$ cat src/rtl/nic_irq_pkg.sv
package nic_irq_pkg;
  localparam int unsigned REG_W       = 32;
  localparam int unsigned N_NORM      = 5;
  localparam int unsigned N_ABN       = 12;
  localparam int unsigned N_EV        = N_NORM + N_ABN;
  localparam int unsigned NORM_SUM_B  = N_EV;
  localparam int unsigned ABN_SUM_B   = N_EV + 1;
  localparam int unsigned N_CLR       = N_EV + 2;

  localparam logic [N_EV-1:0] NORM_MASK = {{N_ABN{1'b0}}, {N_NORM{1'b1}}};
  localparam logic [N_EV-1:0] ABN_MASK  = {{N_ABN{1'b1}}, {N_NORM{1'b0}}};

  localparam logic [REG_W-1:0] STAT_RST = 32'hF000_0000;
  localparam logic [REG_W-1:0] EN_RST   = 32'hF3FE_0000;

  typedef enum logic {
    SEL_STATUS = 1'b0,
    SEL_ENABLE = 1'b1
  } reg_sel_e;
endpackage

$ cat src/rtl/nic_irq_rst_sync.sv
module nic_irq_rst_sync (
  input  logic clk,
  input  logic rst_n,
  output logic rst_sync_n
);
  logic [1:0] stage_q;

  always_ff @(posedge clk or negedge rst_n) begin
    if (!rst_n) stage_q <= 2'b00;
    else        stage_q <= {stage_q[0], 1'b1};
  end

  assign rst_sync_n = stage_q[1];
endmodule

$ cat src/rtl/nic_irq_event_bank.sv
module nic_irq_event_bank
  import nic_irq_pkg::*;
(
  input  logic            clk,
  input  logic            rst_n,
  input  logic            sw_rst,
  input  logic [N_EV-1:0] ev_set,
  input  logic            clr_en,
  input  logic [N_EV-1:0] clr_bits,
  output logic [N_EV-1:0] ev_d,
  output logic [N_EV-1:0] ev_q
);
  localparam logic [N_EV-1:0] EV_RST = STAT_RST[N_EV-1:0];

  for (genvar b = 0; b < N_EV; b++) begin : g_bit
    logic load;
    logic nxt;

    always_comb begin
      load = sw_rst | ev_set[b] | (clr_en & clr_bits[b]);
      if (sw_rst)         nxt = EV_RST[b];
      else if (ev_set[b]) nxt = 1'b1;      // new event beats a clear
      else                nxt = 1'b0;      // clear request
      ev_d[b] = load ? nxt : ev_q[b];
    end

    always_ff @(posedge clk or negedge rst_n) begin
      if (!rst_n)    ev_q[b] <= EV_RST[b];
      else if (load) ev_q[b] <= nxt;
    end
  end
endmodule

$ cat src/rtl/nic_irq_enable_reg.sv
module nic_irq_enable_reg
  import nic_irq_pkg::*;
(
  input  logic             clk,
  input  logic             rst_n,
  input  logic             sw_rst,
  input  logic             wr_stb,
  input  logic [REG_W-1:0] wr_data,
  output logic [REG_W-1:0] en_d,
  output logic [REG_W-1:0] en_q
);
  logic load;

  always_comb begin
    load = sw_rst | wr_stb;
    if (sw_rst)      en_d = EN_RST;
    else if (wr_stb) en_d = wr_data;
    else             en_d = en_q;
  end

  always_ff @(posedge clk or negedge rst_n) begin
    if (!rst_n)    en_q <= EN_RST;
    else if (load) en_q <= en_d;
  end
endmodule

$ cat src/rtl/nic_irq_summary.sv
module nic_irq_summary
  import nic_irq_pkg::*;
(
  input  logic [N_EV-1:0] ev,
  input  logic [N_EV-1:0] en,
  output logic            norm,
  output logic            abn
);
  logic [N_EV-1:0] live;

  always_comb begin
    live = ev & en;
    norm = |(live & NORM_MASK);
    abn  = |(live & ABN_MASK);
  end
endmodule

$ cat src/rtl/nic_irq_summarizer.sv
module nic_irq_summarizer
  import nic_irq_pkg::*;
(
  input  logic             clk,
  input  logic             rst_n,
  input  logic             sw_rst,
  input  logic [N_EV-1:0]  ev_set,
  input  logic             wr_en,
  input  logic             wr_addr,
  input  logic [REG_W-1:0] wr_data,
  input  logic             rd_addr,
  output logic [REG_W-1:0] rd_data,
  output logic             irq
);
  logic             rst_int_n;
  logic             stat_wr;
  logic             en_wr;
  logic [N_EV-1:0]  ev_d;
  logic [N_EV-1:0]  ev_q;
  logic [REG_W-1:0] en_d;
  logic [REG_W-1:0] en_q;
  logic             norm_d;
  logic             abn_d;
  logic             norm_q;
  logic             abn_q;
  logic             irq_d;
  logic             irq_q;
  logic [REG_W-1:0] stat_word;

  nic_irq_rst_sync u_rst_sync (
    .clk        (clk),
    .rst_n      (rst_n),
    .rst_sync_n (rst_int_n)
  );

  assign stat_wr = wr_en & (wr_addr == SEL_STATUS);
  assign en_wr   = wr_en & (wr_addr == SEL_ENABLE);

  nic_irq_event_bank u_events (
    .clk      (clk),
    .rst_n    (rst_int_n),
    .sw_rst   (sw_rst),
    .ev_set   (ev_set),
    .clr_en   (stat_wr),
    .clr_bits (wr_data[N_EV-1:0]),
    .ev_d     (ev_d),
    .ev_q     (ev_q)
  );

  nic_irq_enable_reg u_enable (
    .clk     (clk),
    .rst_n   (rst_int_n),
    .sw_rst  (sw_rst),
    .wr_stb  (en_wr),
    .wr_data (wr_data),
    .en_d    (en_d),
    .en_q    (en_q)
  );

  // summaries are rebuilt from the next-state events and enables, so a
  // write of ones to a summary bit only sticks if no enabled cause remains
  nic_irq_summary u_summary (
    .ev   (ev_d),
    .en   (en_d[N_EV-1:0]),
    .norm (norm_d),
    .abn  (abn_d)
  );

  always_ff @(posedge clk or negedge rst_int_n) begin
    if (!rst_int_n) begin
      norm_q <= STAT_RST[NORM_SUM_B];
      abn_q  <= STAT_RST[ABN_SUM_B];
    end else begin
      norm_q <= norm_d;
      abn_q  <= abn_d;
    end
  end

  // interrupt is taken from registered state only
  always_comb begin
    irq_d = (norm_q & en_q[NORM_SUM_B]) | (abn_q & en_q[ABN_SUM_B]);
  end

  always_ff @(posedge clk or negedge rst_int_n) begin
    if (!rst_int_n) irq_q <= 1'b0;
    else            irq_q <= irq_d;
  end

  always_comb begin
    stat_word              = STAT_RST;
    stat_word[N_EV-1:0]    = ev_q;
    stat_word[NORM_SUM_B]  = norm_q;
    stat_word[ABN_SUM_B]   = abn_q;
  end

  assign rd_data = (rd_addr == SEL_ENABLE) ? en_q : stat_word;
  assign irq     = irq_q;
endmodule

$ cat config.mk
export PLATFORM = sky130hd
export DESIGN_NAME = nic_irq_summarizer
export DESIGN_NICKNAME = d
export VERILOG_FILES = /design/src/rtl/nic_irq_pkg.sv /design/src/rtl/nic_irq_rst_sync.sv /design/src/rtl/nic_irq_event_bank.sv /design/src/rtl/nic_irq_enable_reg.sv /design/src/rtl/nic_irq_summary.sv /design/src/rtl/nic_irq_summarizer.sv
export SDC_FILE = /design/constraint.sdc
export NUM_CORES = 1
export LEC_CHECK = 0
export BUFFER_PORTS_ARGS = -buffer_cell sky130_fd_sc_hd__clkbuf_2
export CAP_MARGIN = 0
export CORE_ASPECT_RATIO = 1.4
export CORE_MARGIN = 1.5
export CORE_UTILIZATION = 50
export CTS_CLUSTER_DIAMETER = 80
export DETAILED_ROUTE_END_ITERATION = 8
export GPL_TIMING_DRIVEN = 0
export MAX_ROUTING_LAYER = met4
export PLACE_DENSITY = 0.77
export SLEW_MARGIN = 40
export SYNTH_ARGS = -nofsm -noshare
export SYNTH_HDL_FRONTEND = slang
export SYNTH_SLANG_ARGS = --single-unit
$ cat constraint.sdc
create_clock -name clk -period 1.84 [get_ports clk]
set_clock_uncertainty 0.1 [all_clocks]
set_input_delay 0.092 -clock clk [delete_from_list [all_inputs] [get_ports clk]]
set_output_delay 0.092 -clock clk [all_outputs]
set_load 0.005 [all_outputs]
# After elaboration in Yosys (flattened, before gate mapping)

Cells that the tools add are included.

Reductions and logical operators: 4
Muxes and demuxes: 54
Eq/ne operators: 0
Order comparisons: 0
Bitwise logic cells: 59
Add/sub/neg operators: 0
$mul: 0
Shift operators: 0
Divide/modulo/power cells: 0

Operators by type and width:

| operator            | count |
|---|---|
| 32-bit two-way mux  | 3 |
| 1-bit two-way mux   | 51 |
| 1-bit bitwise OR    | 36 |
| 1-bit bitwise AND   | 21 |
| 17-bit bitwise AND  | 1 |
| 12-bit OR reduction | 1 |
| 5-bit OR reduction  | 1 |
| 2-bit AND reduction | 1 |
| 2-bit nonzero test  | 1 |
| 1-bit NOT           | 1 |

RAM bits: 0
ROM bits: 0
Flip-flop bits (word level): 54
Word-level logic and storage cells: 140
Memories kept: 0
Output and inout bits: 33
Latch bits: 0

# Longest topological paths before layout

Gate-level depths: netlist of run 1.

Word-level depth: 7
Depth in mapped cells: 8

# By module

From an unflattened synthesis of run 1, not the netlist that was laid out.

Cell total of the unflattened synthesis: 267
Area total of the unflattened synthesis: 2,966.6 um2

By module, submodules not included:

| module             | seq. area each (um2) | cells an instance | times used | area an instance (um2) |
|---|---|---|---|---|
| nic_irq_enable_reg | 817.0                | 141               | 1          | 1,554.0 |
| nic_irq_event_bank | 425.4                | 72                | 1          | 842.1 |
| nic_irq_summarizer | 75.1                 | 41                | 1          | 419.2 |
| nic_irq_summary    | 0.0                  | 10                | 1          | 97.6 |
| nic_irq_rst_sync   | 50.0                 | 3                 | 1          | 53.8 |

# Least setup slack after synthesis of run 1

OpenSTA, ideal clock, no wires.

Kind: input port to flip-flop
Start: input wr_en
End: register abn_q
Setup time: 138 ps
Arrival time: 1,029 ps
Setup slack: 573 ps
Data required time: 1,602 ps
Path buffers: 3
Stages on the path: 8
Cells stage by stage: buf_6 -> and2_4 -> buf_6 -> buf_8 -> nand2_4 -> a211oi_1 -> nor4_2 -> nand4_1

Cells in the longest elaborated chain, start to end: 6

Ends and longest elaborated chain:

| item                  | line                     | source |
|---|---|---|
| start, declared       | nic_irq_summarizer.sv:8  | `input logic wr_en,` |
| 1-bit bitwise AND     | nic_irq_summarizer.sv:36 | `assign stat_wr = wr_en & (wr_addr == SEL_STATUS);` |
| 1-bit bitwise AND     | nic_irq_event_bank.sv:20 | `load = sw_rst \| ev_set[b] \| (clr_en & clr_bits[b]);` |
| 1-bit bitwise OR      | nic_irq_event_bank.sv:20 |  |
| 1-bit two-way mux     | nic_irq_event_bank.sv:24 | `ev_d[b] = load ? nxt : ev_q[b];` |
| 17-bit bitwise AND *  | nic_irq_summary.sv:12    | `live = ev & en;` |
| 12-bit OR reduction * | nic_irq_summary.sv:14    | `abn = \|(live & ABN_MASK);` |
| via abn_d             | nic_irq_summarizer.sv:23 | `logic abn_d;` |
| end signal, assigned  | nic_irq_summarizer.sv:72 | `abn_q <= STAT_RST[ABN_SUM_B];` |
| end signal, assigned  | nic_irq_summarizer.sv:75 | `abn_q <= abn_d;` |
| end, declared         | nic_irq_summarizer.sv:25 | `logic abn_q;` |

Mark *: on every way through the listed nets, which the timed path passes. The rest lies on a longest branch. The select of a mux whose other input is x is not followed.
A chain may end at the register's enable or synchronous reset.

# Final worst setup path of run 1

Start: input wr_data[12]
End: register abn_q

Cells in the longest elaborated chain, start to end: 5

Ends and longest elaborated chain:

| item                  | line                     | source |
|---|---|---|
| start, declared       | nic_irq_summarizer.sv:10 | `input logic [REG_W-1:0] wr_data,` |
| 1-bit bitwise AND     | nic_irq_event_bank.sv:20 |  |
| 1-bit bitwise OR      | nic_irq_event_bank.sv:20 |  |
| 1-bit two-way mux     | nic_irq_event_bank.sv:24 |  |
| 17-bit bitwise AND *  | nic_irq_summary.sv:12    |  |
| 12-bit OR reduction * | nic_irq_summary.sv:14    |  |
| via abn_d             | nic_irq_summarizer.sv:23 |  |

Marks and branches as above.

==> metrics.csv, run 1 <==
metric,value,unit
drive_above_1_share,34.2,%
max_cap_violations,0,
synth_top_cells_by_count,"nand2_1 (64), dfrtp_1 (41), a21oi_1 (36)",
min_path_cells,2,
relSlewSlack,54.2,%
insertion_delay,0.31,ns
hp-start,sw_rst,
nets,472,
via_per_inst,5.28,
r2r-start,u_events.ev_q[15]$_DFF_PN0_,
power,2.65,mW
min_delay_worst_endpoint,u_enable.en_q[2]$_DFFE_PN0P_,
rows,31,
syn_area,2650,µm²
synth.distinct_cells,25,
crit_fanout,2,
yosysMostFrequentCell,nand2_1,
wl_per_cell,15.6,µm
worstPathArrival,1.68,ns
syn-num-nets,328,
period_share,87.9,%
routed_wl,7.54,mm
cts_max_level,2,
cts_buffer_depth,2,
grt_usage,27.9,%
core_area,5120,µm²
grt_pass1_wl,11.9,mm
r2r.worst_path.cells,4,
regToRegSetupSlack,0.41,ns
rsz0062_at_grt,false,
max_freq,618,MHz
cts_tree,built,
die_area,5740,µm²
grt_pass1_vias,2571,
gr-usage-met3,4.79,%
antenna_found_initial,0,
p_per_area,697,nW/µm²
drtAntennaViolNets,0,
design.portCount,88,
finalSetupTns,0,ns
end_kind,flip-flop,
synth_top_area_share,38.8,%
critPathRequiredTime,1.91,ns
p_leak,1.79,nW
critical_path.startpoint_type,input port,
worst_pin_slew,0.688,ns
yosysWarningCount,0,
io_buffers,85,
cts-root-buf,clkbuf_8,
met2_usage,46.6,%
busiest_layer,met2,
vias,2556,
die_w,64.5,µm
hpwlAfterDp,4.69,mm
synth_top_area_cell,dfrtp_1,
ys.flop_type,dfrtp_1,
status,"finished, final reports clean",
gp_congestion,0.814,
start_util,51.7,%
synthToLayoutAreaGrowth,43.6,%
synth-async-reset-ratio,100,%
slew_violations,0,
path_clk_slew,0.11,ns
cp_top_family,buffers and inverters,
first_pass_iters,4,
hold_class,input port to flip-flop,
numCtsBuffers,5,
hold_viol,0,
diodes,0,
gr-usage-met1,33.2,%
crit_buf_inv,2,
clock_sinks,54,
synthCells,273,
yosysSeqAreaShare,51.7,%
drt_iter0_drc,179,
vdd_drop_max,490,µV
syn-mean-instance-area,9.69,µm²
synth.area.top_cells,"dfrtp_1 (39%), dfstp_2 (13%), nand2_1 (9.1%)",
crit_type,input port to flip-flop,
min_period,1.62,ns
finalSetupViolations,0,
synth_seq_cells,54,
die_h,89.1,µm
drc,0,
gr-total-overflow,0,
path_cells,dlygate4sd3_1 > clkbuf_2 > nand3b_1 > a21oi_1 > a211oi_1 > nor4_1 > nand4_1,
synth-edff-count,0,
max_stage_delay,0.56,ns
post_cts_buffers,0,
rr_endpoint,abn_q$_DFF_PN0_,
grt_start_max_net_pins,42,
crit_slowest_cell,dlygate4sd3_1,
==> cells in the final DEF (no fill, tap or decap) <==
cell type,Yosys,routed
clkbuf_2,0,85
nand2_1,64,64
dlygate4sd3_1,0,51
dfrtp_1,41,40
a21oi_1,36,36
nand3b_1,30,30
mux2_2,19,19
nor2_1,17,17
dfstp_2,13,13
and2_1,9,9
buf_2,8,8
a211oi_1,8,8
clkbuf_1,6,6
clkbuf_8,0,5
nand2b_1,4,4
a22oi_1,4,4
buf_6,3,3
buf_1,1,1
a22o_1,1,1
and2_4,1,1
buf_8,1,1
nand3_1,1,1
nand2_4,1,1
nor4_2,1,1
nand2_2,1,1
nor4_1,1,1
nand4_1,1,1
inv_6,0,1
clkinv_2,0,1
bufinv_16,0,1
buf_12,0,1
conb_1,1,1
dfrtp_4,0,1
==> routing by layer <==
layer	routed length [µm]	share of wire, %
met4	243	3.2
met1	3080	41
met2	3810	51
met5	0	0
met3	396	5.3
==> state kept, by name, summed over array words and instances (netlist names) <==
| signal | cells |
|---|---|
| abn_q | 1 |
| u_enable.en_q | 32 |
| u_rst_sync.stage_q | 2 |
| u_events.ev_q | 17 |
| irq | 1 |
| norm_q | 1 |
==> worst max-delay path by stage <==
stage,slack [ns],to,cells after the start,start
5_1_grt,0.17,abn_q$_DFF_PN0_,7,wr_data[12]
6_report,0.22,abn_q$_DFF_PN0_,7,wr_data[12]
3_5_place_dp,0.28,abn_q$_DFF_PN0_,7,wr_addr
4_1_cts,0.30,abn_q$_DFF_PN0_,7,wr_data[15]
2_1_floorplan,0.15,abn_q$_DFF_PN0_,0,u_rst_sync.stage_q[1]$_DFF_PN0_
3_3_place_gp,-0.49,u_events.ev_q[16]$_DFF_PN0_,0,u_rst_sync.stage_q[1]$_DFF_PN0_
==> kinds of logic (layout without fill, tap and decap cells) <==
logic type | after synthesis | count (layout) | share of synthesized area [%]
mux | 19 | 19 | 8.09
simple gates | 131 | 131 | 25.2
flops | 54 | 54 | 51.7
buf+inv | 19 | 164 | 4.35
other cells | 1 | 1 | 0.142
compound gates | 49 | 49 | 10.5
==> worst reg2reg max path, cell delays in order, from the launching register on <==
cell and delay [ns]:
dfrtp_1 0.38, a21oi_1 0.20, a211oi_1 0.07, nor4_1 0.41
nand4_1 0.14
==> where the power goes <==
group / total (mW) / internal, mW / switching (mW) / leakage [nW]
clock: 0.810 / 0.409 / 0.401 / 0.0585
combinational: 0.520 / 0.273 / 0.246 / 1.06
sequential: 1.32 / 1.28 / 0.0445 / 0.668
==> cell type report <==
class	count	area, µm²
clock buffers	5	68.8
clock inverters	3	43.8
well taps	66	82.6
plain buffers	19	115
repair buffers	137	956
flip-flops and latches	54	1370
multi-input cells	200	1160
fillers	370	1320
==> stage by stage <==
stage	hold WS, ns	utilization [%]	worst slack (ns)	instance area, µm²	std cells
after floorplan	-0.304	-	0.148	2650	273
after global placement	-0.223	61.6	-0.493	3150	424
after detailed placement	-0.222	62.1	0.276	3180	425
after CTS	0.00774	74.2	0.297	3800	484
after global routing	0.00877	74.2	0.175	3800	484
final	0.0210	74.2	0.222	3800	484
==> what timing repair did <==
action                    4_1_cts  5_1_grt
hold buffers                   51        0
resized for setup               0        0
hold endpoints to repair       51        0
No activity file was read; power rests on OpenSTA's default activity.
==> run 2, diff against run 1 <==
- ABC_AREA: default -> 1
- CORE_UTILIZATION: 50 -> 51
- PLACE_DENSITY: 0.77 -> default
- PLACE_DENSITY_LB_ADDON: default -> 0.12
==> run 2 against run 1 <==
Non-clock buffer count fell by 4. Cell area rose by 2.9%. Register-to-register slack improved by 0.05 ns.
==> metrics.csv, run 2 <==
metric,value,unit
vdd_drop_max,608,µV
hp-start,wr_data[8],
holdWs,0.00830,ns
period_share,82.3,%
critPathRequiredTime,1.93,ns
drt_iter0_drc,185,
ctsHoldBuffers,48,
drtAntennaViolNets,0,
synth.distinct_cells,23,
die_w,65.5,µm
wl_per_cell,13.0,µm
layout_common_cells,"clkbuf_2 (86), nand2_1 (85), inv_1 (71)",
cts_buffer_depth,2,
worst_pin_slew,0.590,ns
core_area,5240,µm²
dpl_cell_area,3320,µm²
final_cells,584,
r2r-start,u_events.ev_q[2]$_DFF_PN0_,
largest_register_ffs,32,
synth_xor_xnor_area_share,0,%
numCtsBuffers,5,
synthAdderAreaFrac,0,%
crit_type,input port to flip-flop,
cts_max_level,2,
crit_slowest_cell,dlygate4sd3_1,
clock_sinks,54,
first_pass_iters,4,
synth_top_area_cell,dfrtp_1,
drive_above_1_share,24.1,%
synth_top_family_by_area,simple AND/OR/NAND/NOR gates,
ys.flop_type,dfrtp_1,
cp_top_family,buffers and inverters,
synth_top_area_share,36.8,%
cts-root-buf,clkbuf_8,
min_path_cells,5,
routed_wl,7.61,mm
yosysMostFrequentCell,nand2_1,
min_period,1.52,ns
r2r.worst_path.cells,3,
max_freq,660,MHz
synthToLayoutAreaGrowth,40.3,%
io_buffers,86,
grt_start_max_net_pins,38,
die_h,90.5,µm
insertion_delay,0.31,ns
muxShareOfSynthArea,0,%
hold_class,input port to flip-flop,
rr_endpoint,u_events.ev_q[2]$_DFF_PN0_,
design.portCount,88,
place_inst,528,
path_clk_slew,0.10,ns
synth-edff-count,0,
finalSetupViolations,0,
gr-total-overflow,0,
post_cts_buffers,0,
start_util,53.2,%
syn_area,2790,µm²
hpwlAfterDp,5.03,mm
grt_pass1_wl,12.3,mm
yosysSeqAreaShare,49.1,%
end_kind,flip-flop,
synthCells,375,
p_leak,2.20,nW
critical_path.startpoint_type,input port,
nets,572,
synth-async-reset-ratio,100,%
synth_compound_area_share,13.8,%
vias,2878,
regMostFlops,u_enable.en_q,
hold_viol,0,
rows,31,
gp_congestion,0.832,
path_cells,clkbuf_2 > buf_2 > clkbuf_1 > a21oi_1 > dlygate4sd3_1,
cts_resized,0,
worstPathArrival,1.60,ns
relSlewSlack,60.7,%
fin_area,3910,µm²
diodes,0,
crit_cells,5,
synth_top_cells_by_count,"nand2_1 (85), inv_1 (71), dfrtp_1 (41)",
top_regs,"u_enable.en_q x32, u_events.ev_q x17, u_rst_sync.stage_q x2",
die_area,5920,µm²
drc,0,
synth_seq_cells,54,
cts_tree,built,
final_core_util,74.7,%
regToRegSetupSlack,0.46,ns
rsz0062_at_grt,false,
synth.area.top_cells,"dfrtp_1 (37%), dfstp_2 (12%), nand2_1 (11%)",
yosysWarningCount,0,
synth_simple_gate_area_share,23.6,%
via_per_inst,4.93,
syn-num-nets,430,
antenna_found_initial,0,
max_stage_delay,0.62,ns
min_delay_worst_endpoint,u_enable.en_q[8]$_DFFE_PN0P_,
status,"finished, final reports clean",
crit_buf_inv,4,
max_cap_violations,0,
crit_fanout,10,
syn-mean-instance-area,7.43,µm²
p_per_area,684,nW/µm²
slew_violations,0,
final_common_cell,clkbuf_2,
grt_pass1_vias,2778,
grt_usage,27.5,%
==> run 2: cell types whose count changed after synthesis, moves of 5 or more <==
cell      previous run  this run
o21ai_1              0         7
nand2_1             64        85
inv_2                0         5
inv_1                0        71
and2_1               9         0
nand3_1              1        35
nand3b_1            30         0
mux2_2              19         0
a211oi_1             8         0
o22a_1               0         7
nor2_1              17        39
==> run 2: stage by stage <==
step                      TNS (ns)  power [mW]  setup slack [ns]
after global routing             0        2.80             0.252
after floorplan                  0        1.61             0.148
after detailed placement         0        1.81             0.381
after CTS                        0        2.68             0.408
final                            0        2.67             0.325
after global placement      -19.68        1.79            -0.504
==> run 2: power by group <==
part | leakage [nW] | switching (mW) | total (mW) | internal (mW)
clock | 0.0524 | 0.389 | 0.797 | 0.408
sequential | 0.663 | 0.0368 | 1.31 | 1.27
combinational | 1.49 | 0.304 | 0.566 | 0.262
total | 2.20 | 0.730 | 2.67 | 1.94
==> run 2: cells by family after synthesis <==
logic type | Yosys count
flops | 54
simple gates | 161
other cells | 1
buf+inv | 94
compound gates | 65
==> run 2: worst max-delay path by stage <==
stage                                    startpoint                             to  slack (ns)
floorplan           u_rst_sync.stage_q[1]$_DFF_PN0_                abn_q$_DFF_PN0_        0.15
global route                                 sw_rst     u_events.ev_q[2]$_DFF_PN0_        0.25
global placement    u_rst_sync.stage_q[1]$_DFF_PN0_  u_enable.en_q[14]$_DFFE_PN0P_       -0.50
detailed placement                            wr_en  u_enable.en_q[27]$_DFFE_PN0P_        0.38
finish                                       sw_rst     u_events.ev_q[2]$_DFF_PN0_        0.32
CTS                                          sw_rst     u_events.ev_q[2]$_DFF_PN0_        0.41
==> run 2: cell type report <==
cell class / instances / area, µm²
plain buffers: 17 / 83.8
clock buffers: 7 / 76.3
multi-input cells: 227 / 1050
fillers: 432 / 1330
repair buffers: 135 / 931
clock inverters: 1 / 30.0
inverters: 77 / 289
well taps: 66 / 82.6
flip-flops and latches: 54 / 1370
==> run 2: worst register-to-register path, delay by kind of cell, from the launching register on <==
kind,cells,cell delay (ns)
buffers and inverters,1,0.62
AND/OR/NAND/NOR,1,0.08
flip-flops,1,0.39
AO/OA/AOI/OAI,1,0.07
==> run 2: routing by layer <==
metal / global-route usage [%] / vias to the layer above / part of all wire (%)
li1: - / 1439 / -
met2: 47.3 / 89 / 53
met4: 11.5 / 0 / 1.9
met1: 31.5 / 1338 / 41
met3: 4.24 / 12 / 4.0
met5: - / - / 0
==> run 3, diff against run 2 <==
- clock period: 1.84 -> 1.5 ns (I/O delays scaled with it)
==> run 3 against run 2 <==
Sequential power grew 24%. Final cell count grew 1.2%. Routed wire length shrank 0.29%. Critical path depth grew 1. Power grew 18%. Count of clock-buffer cells in the layout is the same. Sequential cell count is the same. Clock power grew 4.6%. Highest routed layer unchanged. Critical endpoint is now u_events.ev_q[10]$_DFF_PN0_. Global-route usage grew 0.48 points. Core utilization grew 0.93 points.
==> metrics.csv, run 3 (synthesis results as in run 2) <==
metric,value,unit
max_freq,686,MHz
vdd_drop_max,618,µV
rows,31,
cpMostUsedCell,dlygate4sd3_1,
drc,0,
holdWs,0.00654,ns
core_area,5240,µm²
die_w,65.5,µm
p_leak,2.23,nW
vias,2945,
antenna_found_initial,0,
clock_sinks,54,
regMostFlops,u_enable.en_q,
grt_pass1_wl,12.5,mm
path_cells,dlygate4sd3_1 > clkbuf_2 > nand3_1 > nand2_1 > a21oi_1 > dlygate4sd3_1,
status,"finished, final reports clean",
slew_violations,0,
period_share,97.1,%
via_per_inst,4.98,
first_pass_iters,5,
clkPwrFrac,26.5,%
p_sw_share,28.1,%
drive_above_1_share,24.2,%
grt_start_max_net_pins,53,
place_ws,0.0799,ns
gp_congestion,0.822,
worst_pin_slew,0.670,ns
synthToLayoutAreaGrowth,42.1,%
critPathRequiredTime,1.65,ns
r2r.worst_path.cells,3,
cts_tree,built,
power_frac_seq,51.5,%
min_path_cells,5,
cp_top_family,buffers and inverters,
place_inst,527,
crit_fanout,2,
drtAntennaViolNets,0,
crit_slowest_cell,dlygate4sd3_1,
final_common_cell,clkbuf_2,
design.portCount,88,
finalSetupViolations,0,
grt_pass1_vias,2829,
die_area,5920,µm²
max_cap_violations,0,
insertion_delay,0.31,ns
crit_buf_inv,3,
nets,579,
numCtsBuffers,5,
start_util,53.2,%
layout_common_cells,"clkbuf_2 (87), nand2_1 (85), inv_1 (71)",
max_stage_delay,0.58,ns
fin_ws,0.0428,ns
rsz0062_at_grt,false,
nFillCells,418,
die_h,90.5,µm
p_int,2.27,mW
wl_per_cell,12.8,µm
diodes,0,
gr-total-overflow,0,
cts-root-buf,clkbuf_8,
crit_type,input port to flip-flop,
combinationalPowerShare,22.0,%
worstPathArrival,1.61,ns
hpwlAfterDp,4.94,mm
final_core_util,75.6,%
largest_register_ffs,32,
crit_cells,6,
top_regs,"u_enable.en_q x32, u_events.ev_q x17, u_rst_sync.stage_q x2",
routed_wl,7.59,mm
path_clk_slew,0.09,ns
cts_buffer_depth,2,
p_per_area,796,nW/µm²
min_period,1.46,ns
io_buffers,86,
grt_usage,28.0,%
hold_class,input port to flip-flop,
relSlewSlack,55.3,%
finalSetupTns,0,ns
hold_viol,0,
drt_iter0_drc,157,
p_sw,0.885,mW
critical_path.startpoint_type,input port,
cts_max_level,2,
final_cells,591,
end_kind,flip-flop,
post_cts_buffers,0,
==> run 3: worst paths after layout <==
| path | startpoint | to | slack (ns) |
|---|---|---|---|
| min reg2reg | u_rst_sync.stage_q[0]$_DFF_PN0_ | u_rst_sync.stage_q[1]$_DFF_PN0_ | 0.26 |
| max | wr_data[10] | u_events.ev_q[10]$_DFF_PN0_ | 0.04 |
| max reg2reg | u_events.ev_q[10]$_DFF_PN0_ | u_events.ev_q[10]$_DFF_PN0_ | 0.16 |
| min | wr_data[12] | u_enable.en_q[12]$_DFFE_PN0P_ | 0.007 |
| min in group asynchronous | u_rst_sync.stage_q[1]$_DFF_PN0_ | u_enable.en_q[8]$_DFFE_PN0P_ | 0.28 |
| max in group asynchronous | u_rst_sync.stage_q[1]$_DFF_PN0_ | u_enable.en_q[14]$_DFFE_PN0P_ | 0.59 |
==> run 3: metal layers <==
metal	GRT usage [%]	share of wire, %
met2	48.0	52
met5	-	0
met3	4.24	5.9
met1	32.1	39
met4	11.6	2.8
==> run 3: worst reg2reg max path: cells and delay by family, from the launching register on <==
family,cells,cell delay [ns]
compound gates,1,0.08
buf+inv,1,0.58
flops,1,0.39
simple gates,1,0.09
==> run 3: power by group through the flow <==
stage | Combinational (mW) | Sequential (mW) | Clock, mW
final | 0.695 | 1.62 | 0.834
after global routing | 0.776 | 1.64 | 0.903
after CTS | 0.681 | 1.62 | 0.849
after detailed placement | 0.558 | 1.65 | 0
after global placement | 0.549 | 1.65 | 0
after floorplan | 0.335 | 1.64 | 0
==> run 3: what timing repair did <==
action,CTS,global route
hold buffers,56,0
gates resized for setup,0,3
endpoints found under the hold margin,45,0
setup endpoints to repair,0,8
==> run 3: final cells by class <==
class                           count  area, µm²  share of cell area, %
Tap cell                           66       82.6                   2.09
Inverter                           77        289                   7.30
Buffer                             17       85.1                   2.15
Timing Repair Buffer              142        991                   25.0
Clock buffer                        7       86.3                   2.18
Multi-Input combinational cell    227       1050                   26.5
Sequential cell                    54       1370                   34.6
Clock inverter                      1       5.00                  0.126
==> run 3: through the flow <==
| step | total power, mW | area, µm² |
|---|---|---|
| 3_5_place_dp | 2.21 | 3300 |
| 4_1_cts | 3.15 | 3960 |
| 6_report | 3.15 | 3960 |
| 3_3_place_gp | 2.20 | 3300 |
| 2_1_floorplan | 1.97 | 2790 |
| 5_1_grt | 3.32 | 3960 |
